--- src/rtl/fdiv_pkg.sv ---
package fdiv_pkg;

    localparam int FIELD_W = 8;
    localparam int FRAC_W  = 3;
    localparam int REG_W   = 32;
    localparam int ACC_W   = FIELD_W + 2;

    typedef logic [FIELD_W-1:0] field_t;
    typedef logic [ACC_W-1:0]   acc_t;

    localparam acc_t UNIT_STEP = acc_t'(1) << FRAC_W;

    typedef enum logic [1:0] {
        TRIG_IDLE,
        TRIG_ARMED,
        TRIG_APPLIED
    } trig_state_e;

    typedef struct packed {
        logic   en;
        logic   sel;
        field_t field;
        logic   go;
    } wr_req_t;

    // Scaled divisor: stored field plus one unit at the lowest integer weight.
    function automatic acc_t scaled_divisor(field_t f);
        return acc_t'(f) + UNIT_STEP;
    endfunction

endpackage

--- src/rtl/fdiv_accum.sv ---
module fdiv_accum
    import fdiv_pkg::*;
(
    input  logic   clk,
    input  logic   rst,
    input  logic   run,
    input  logic   restart,
    input  field_t div_field,
    output logic   boundary,
    output logic   tick
);

    acc_t acc_q;
    acc_t sum;
    acc_t divisor;

    always_comb begin
        divisor  = scaled_divisor(div_field);
        sum      = acc_q + UNIT_STEP;
        boundary = run && (sum >= divisor);
    end

    always_ff @(posedge clk) begin
        if (rst) begin
            acc_q <= '0;
            tick  <= 1'b0;
        end else begin
            tick <= boundary;
            if (run) begin
                if (restart)       acc_q <= '0;
                else if (boundary) acc_q <= sum - divisor;
                else               acc_q <= sum;
            end
        end
    end

    // the kept phase always stays below the active divisor
    assert_acc_below_divisor_R2: assert property (@(posedge clk) disable iff (rst)
        acc_q < divisor);

    // a stopped gate yields no pulse and freezes the phase
    assert_no_tick_gated_R8: assert property (@(posedge clk) disable iff (rst)
        !run |=> !tick);
    assert_phase_frozen_R8: assert property (@(posedge clk) disable iff (rst)
        !run |=> $stable(acc_q));

endmodule

--- src/rtl/fdiv_ctrl.sv ---
module fdiv_ctrl
    import fdiv_pkg::*;
#(
    parameter field_t RESET_FIELD = field_t'(8)
) (
    input  logic    clk,
    input  logic    rst,
    input  logic    gate_en,
    input  wr_req_t req,
    input  logic    boundary,
    output logic    commit,
    output logic    busy,
    output field_t  active_field
);

    field_t      pending_q;
    field_t      active_q;
    trig_state_e st_q;
    logic        accept;

    always_comb begin
        accept       = req.en && gate_en;
        commit       = (st_q == TRIG_ARMED) && boundary;
        busy         = (st_q != TRIG_IDLE);
        active_field = active_q;
    end

    always_ff @(posedge clk) begin
        if (rst) begin
            pending_q <= RESET_FIELD;
            active_q  <= RESET_FIELD;
            st_q      <= TRIG_IDLE;
        end else begin
            if (accept && !req.sel)
                pending_q <= req.field;
            if (commit)
                active_q <= pending_q;
            unique case (st_q)
                TRIG_IDLE:    if (accept && req.sel && req.go) st_q <= TRIG_ARMED;
                TRIG_ARMED:   if (commit) st_q <= TRIG_APPLIED;
                TRIG_APPLIED: st_q <= TRIG_IDLE;
                default:      st_q <= TRIG_IDLE;
            endcase
        end
    end

    // busy only starts after an accepted trigger write
    assert_busy_from_trigger_R5: assert property (@(posedge clk) disable iff (rst)
        $rose(busy) |-> $past(gate_en && req.en && req.sel && req.go));

    // busy drops one cycle after the commit edge
    assert_busy_clears_after_commit_R6: assert property (@(posedge clk) disable iff (rst)
        $fell(busy) |-> $past(commit, 2));

    // the applied field moves only on a commit
    assert_field_moves_on_commit_R4: assert property (@(posedge clk) disable iff (rst)
        !$stable(active_q) |-> $past(commit));

    // with the gate off an idle trigger stays idle
    assert_gated_trigger_ignored_R7: assert property (@(posedge clk) disable iff (rst)
        (!gate_en && !busy) |=> !busy);

endmodule

--- src/rtl/frac_clk_divider.sv ---
module frac_clk_divider
    import fdiv_pkg::*;
#(
    parameter field_t RESET_FIELD = field_t'(8)
) (
    input  logic               clk,
    input  logic               rst,
    input  logic               gate_en,
    input  logic               wr_en,
    input  logic               wr_sel,
    input  logic [REG_W-1:0]   wr_data,
    output logic               tick,
    output logic               trig_busy,
    output logic [FIELD_W-1:0] cur_field
);

    wr_req_t req;
    logic    boundary;
    logic    commit;
    field_t  active_field;
    logic    unused_hi_bits;

    always_comb begin
        req.en    = wr_en;
        req.sel   = wr_sel;
        req.field = wr_data[FIELD_W-1:0];
        req.go    = wr_data[0];
    end

    assign unused_hi_bits = ^wr_data[REG_W-1:FIELD_W];

    fdiv_ctrl #(.RESET_FIELD(RESET_FIELD)) u_ctrl (
        .clk          (clk),
        .rst          (rst),
        .gate_en      (gate_en),
        .req          (req),
        .boundary     (boundary),
        .commit       (commit),
        .busy         (trig_busy),
        .active_field (active_field)
    );

    fdiv_accum u_accum (
        .clk       (clk),
        .rst       (rst),
        .run       (gate_en),
        .restart   (commit),
        .div_field (active_field),
        .boundary  (boundary),
        .tick      (tick)
    );

    assign cur_field = active_field;

    // every commit lands on a pulse boundary
    assert_commit_on_pulse_R6: assert property (@(posedge clk) disable iff (rst)
        commit |=> tick);

endmodule

--- config.mk ---
export PLATFORM = sky130hd
export DESIGN_NAME = frac_clk_divider
export DESIGN_NICKNAME = d
export VERILOG_FILES = /design/src/rtl/fdiv_pkg.sv /design/src/rtl/fdiv_accum.sv /design/src/rtl/fdiv_ctrl.sv /design/src/rtl/frac_clk_divider.sv
export SDC_FILE = /design/constraint.sdc
export NUM_CORES = 1
export LEC_CHECK = 0
export CAP_MARGIN = 20
export CORE_ASPECT_RATIO = 1.5
export CORE_MARGIN = 2
export CORE_UTILIZATION = 49
export DETAILED_ROUTE_END_ITERATION = 12
export GPL_TIMING_DRIVEN = 0
export PLACE_DENSITY_LB_ADDON = 0.1
export SKIP_CTS_REPAIR_TIMING = 1
export SLEW_MARGIN = 20
export SYNTH_ARGS = -nofsm -noshare
export SYNTH_HDL_FRONTEND = slang
export SYNTH_HIERARCHICAL = 1
export SYNTH_SLANG_ARGS = --single-unit
--- constraint.sdc ---
create_clock -name clk -period 4 [get_ports clk]
set_clock_uncertainty 0.05 [all_clocks]
set_input_delay 1.2 -clock clk [delete_from_list [all_inputs] [get_ports clk]]
set_output_delay 1.2 -clock clk [all_outputs]
set_load 0.1 [all_outputs]
==> out/metrics.yaml <==
avgSynthCellArea_um2: 9.05
synth_seq_cells: 29
core_area_um2: 3650
clock.fmax_mhz: 262
drive_gt1_share_pct: 13.2
die_y_um: 79.0
finalNetCount: 283
hold_violations: 0
ir_worst_vdd_v: 0.000516
crit_start: "u_accum/acc_q[3]$_SDFFE_PP0P_"
post_drt_wl_per_cell_um: 15.5
final_util_pct: 61.3
cts_tree: "built"
place_ws_ns: -0.185
overflow: 0
crit_arrival_ns: 3.99
postLayoutCellArea_um2: 2240
r2r_start: "u_accum/acc_q[3]$_SDFFE_PP0P_"
grt_usage_pct: 23.0
max_cap_viol_count: 0
dieArea_um2: 4270
routed_wl_um: 4300
worstMarginPinSlew_ns: 0.976
synth_ff_type: "dfxtp_1"
grt_pass1_wl_um: 7260
cts_buffers: 5
r2r_cells: 16
ant_nets: 0
leakagePower_nw: 0.925
setup_violations: 0
antenna_cells: 0
fin_tns_setup_ns: 0
yosysWarnings: 6
drc: 0
fillers: 339
row_count: 27
clock_latency_ns: 0.28
seqCellArea_um2: 587
total_power_w: 0.00133
vias_per_cell: 5.67
clkSinkCount: 29
cp-end-kind: "register"
start_util_pct: 50.4
critPathLaunchType: "register"
first_global_vias: 1643
grt_max_degree: 11
synthArstFlopShare_pct: 0
place_area_um2: 2120
netlist_instances: 203
htree_num_levels: 2
max_slew_margin_pct: 34.7
power.density_nw_per_um2: 595
antenna_found_initial: 0
crit_type: "register to register"
slew_viol_final: 0
synth_edf_count: 0
finalCritPeriodShare_pct: 95.5
syn_to_final_growth_pct: 21.6
hp-class: "register to register"
place_hpwl_um: 3290
die_w_um: 54.0
clockBufferDepth: 2
status: "finished, final reports clean"
dr.pass1.iters: 4
port_buffers: 22
rsz0062_at_grt: "false"
fin_ws_ns: 0.181
dr_total_vias: 1575
cp-endpoint: "u_accum/acc_q[7]$_SDFFE_PP0P_"
r2r-end: "u_accum/acc_q[7]$_SDFFE_PP0P_"
fin_crit_ns: 3.82
layout_common_cells: "dfxtp_1 (24), clkdlybuf4s50_1 (22), nand2b_1 (22), mux2i_1 (19)"
ios: 47
drt_iter0_drc: 28
syn_area_um2: 1840
layout_commonest_cell: "dfxtp_1"
yosysSeqAreaShare_pct: 31.6
path_clk_slew_ns: 0.06
synth_cell_types: 50
cts-root-buf: "clkbuf_8"
cp_max_fo: 8
gp_congestion: 0.943
regToRegSetupSlack_ns: 0.18
synth_nets: 252
required_ns: 4.17
multi_input_comb_area_um2: 1180
## per-layer routing
| layer | wire [um] | part of all wire [%] | GRT usage [%] |
|---|---|---|---|
| met2 | 2370 | 55 | 41.2 |
| met5 | 0 | 0 | 0 |
| met4 | 148 | 3.4 | 11.8 |
| met1 | 1670 | 39 | 23.8 |
| met3 | 116 | 2.7 | 4.89 |
## area by class of cell
type / count / area share [%]
timing repair buffer: 24 / 10.5
clock inverter: 2 / 0.448
clock buffer: 6 / 3.25
multi-input combinational: 159 / 52.7
sequential: 29 / 26.2
inverter: 9 / 1.73
buffer: 6 / 2.74
tap: 43 / 2.41
## worst min path at each step
stage                                             start                       endpoint  slack, ns  depth (start not counted)
after floorplan           u_accum/acc_q[8]$_SDFFE_PP0P_  u_accum/acc_q[8]$_SDFFE_PP0P_       0.40                          2
after CTS                 u_accum/acc_q[8]$_SDFFE_PP0P_  u_accum/acc_q[8]$_SDFFE_PP0P_       0.42                          2
after global placement    u_accum/acc_q[8]$_SDFFE_PP0P_  u_accum/acc_q[8]$_SDFFE_PP0P_       0.41                          2
final                     u_accum/acc_q[8]$_SDFFE_PP0P_  u_accum/acc_q[8]$_SDFFE_PP0P_       0.42                          2
after detailed placement  u_accum/acc_q[8]$_SDFFE_PP0P_  u_accum/acc_q[8]$_SDFFE_PP0P_       0.41                          2
after global routing      u_accum/acc_q[8]$_SDFFE_PP0P_  u_accum/acc_q[8]$_SDFFE_PP0P_       0.45                          2
## power breakdown
part / switching, W / internal [W] / leakage (nW) / total, W
clock network: 0.000113 / 0.000120 / 0.0450 / 0.000233
registers: 0.0000379 / 0.000324 / 0.237 / 0.000362
logic: 0.000423 / 0.000312 / 0.644 / 0.000735
total: 0.000574 / 0.000756 / 0.925 / 0.00133
## synth_stat cells (all sizes together), types with 2 or more instances
| cell type | n | share of area, % |
|---|---|---|
| dfxtp | 29 | 32 |
| nand2b | 23 | 7.8 |
| mux2i | 19 | 10 |
| nand2 | 14 | 2.9 |
| nor2 | 14 | 2.9 |
| ha | 11 | 7.5 |
| o21ai | 10 | 2.7 |
| inv | 9 | 2.1 |
| nand3 | 8 | 2.5 |
| xor2 | 7 | 3.3 |
| nor2b | 6 | 2.0 |
| buf | 5 | 3.1 |
| a32oi | 4 | 1.9 |
| xnor2 | 4 | 1.9 |
| a21oi | 3 | 1.0 |
| nor4 | 3 | 1.0 |
| or2 | 3 | 1.0 |
| a21boi | 2 | 0.82 |
| a31oi | 2 | 0.68 |
| and4 | 2 | 0.95 |
| nor4b | 2 | 1.3 |
| o211ai | 2 | 0.82 |
| o21a | 2 | 0.82 |
| or3 | 2 | 0.68 |
## sequential cells by signal, summed over array words and instances, names as in the netlist
| signal | flops |
|---|---|
| u_accum/acc_q | 10 |
| u_ctrl/active_field | 8 |
| u_ctrl/pending_q | 8 |
| u_ctrl/st_q | 2 |
| u_accum/tick | 1 |
## metrics by stage
stage                     hold slack, ns  cells
after floorplan                    0.397    203
after global placement             0.414    268
after detailed placement           0.415    268
after CTS                          0.424    276
after global routing               0.446    278
final                              0.425    278
## worst max-delay path: stages, from the launching register on
cell	delay, ns
dfxtp_2	0.40
ha_2	0.25
nand3_2	0.15
xnor2_1	0.17
ha_1	0.36
and4_1	0.25
a31oi_1	0.26
nand3_2	0.21
or2_1	0.30
and2_1	0.23
nand3b_4	0.11
buf_12	0.14
inv_6	0.05
nor2b_4	0.16
nand2b_2	0.15
or4_1	0.43
nand3_1	0.09
## cell families (layout without fill, tap and decap cells)
| kind of cell | after synthesis | after routing | synth area share (%) |
|---|---|---|---|
| buffers and inverters | 15 | 47 | 5.45 |
| AOI/OAI and AO/OA | 33 | 33 | 12.3 |
| and+or+nand+nor | 84 | 84 | 26.5 |
| DFF | 29 | 29 | 31.6 |
| muxes | 19 | 19 | 10.3 |
| adders and majority gates | 12 | 12 | 8.58 |
| xor gates and xnor gates | 11 | 11 | 5.24 |
(Power assumes the default switching activity.)
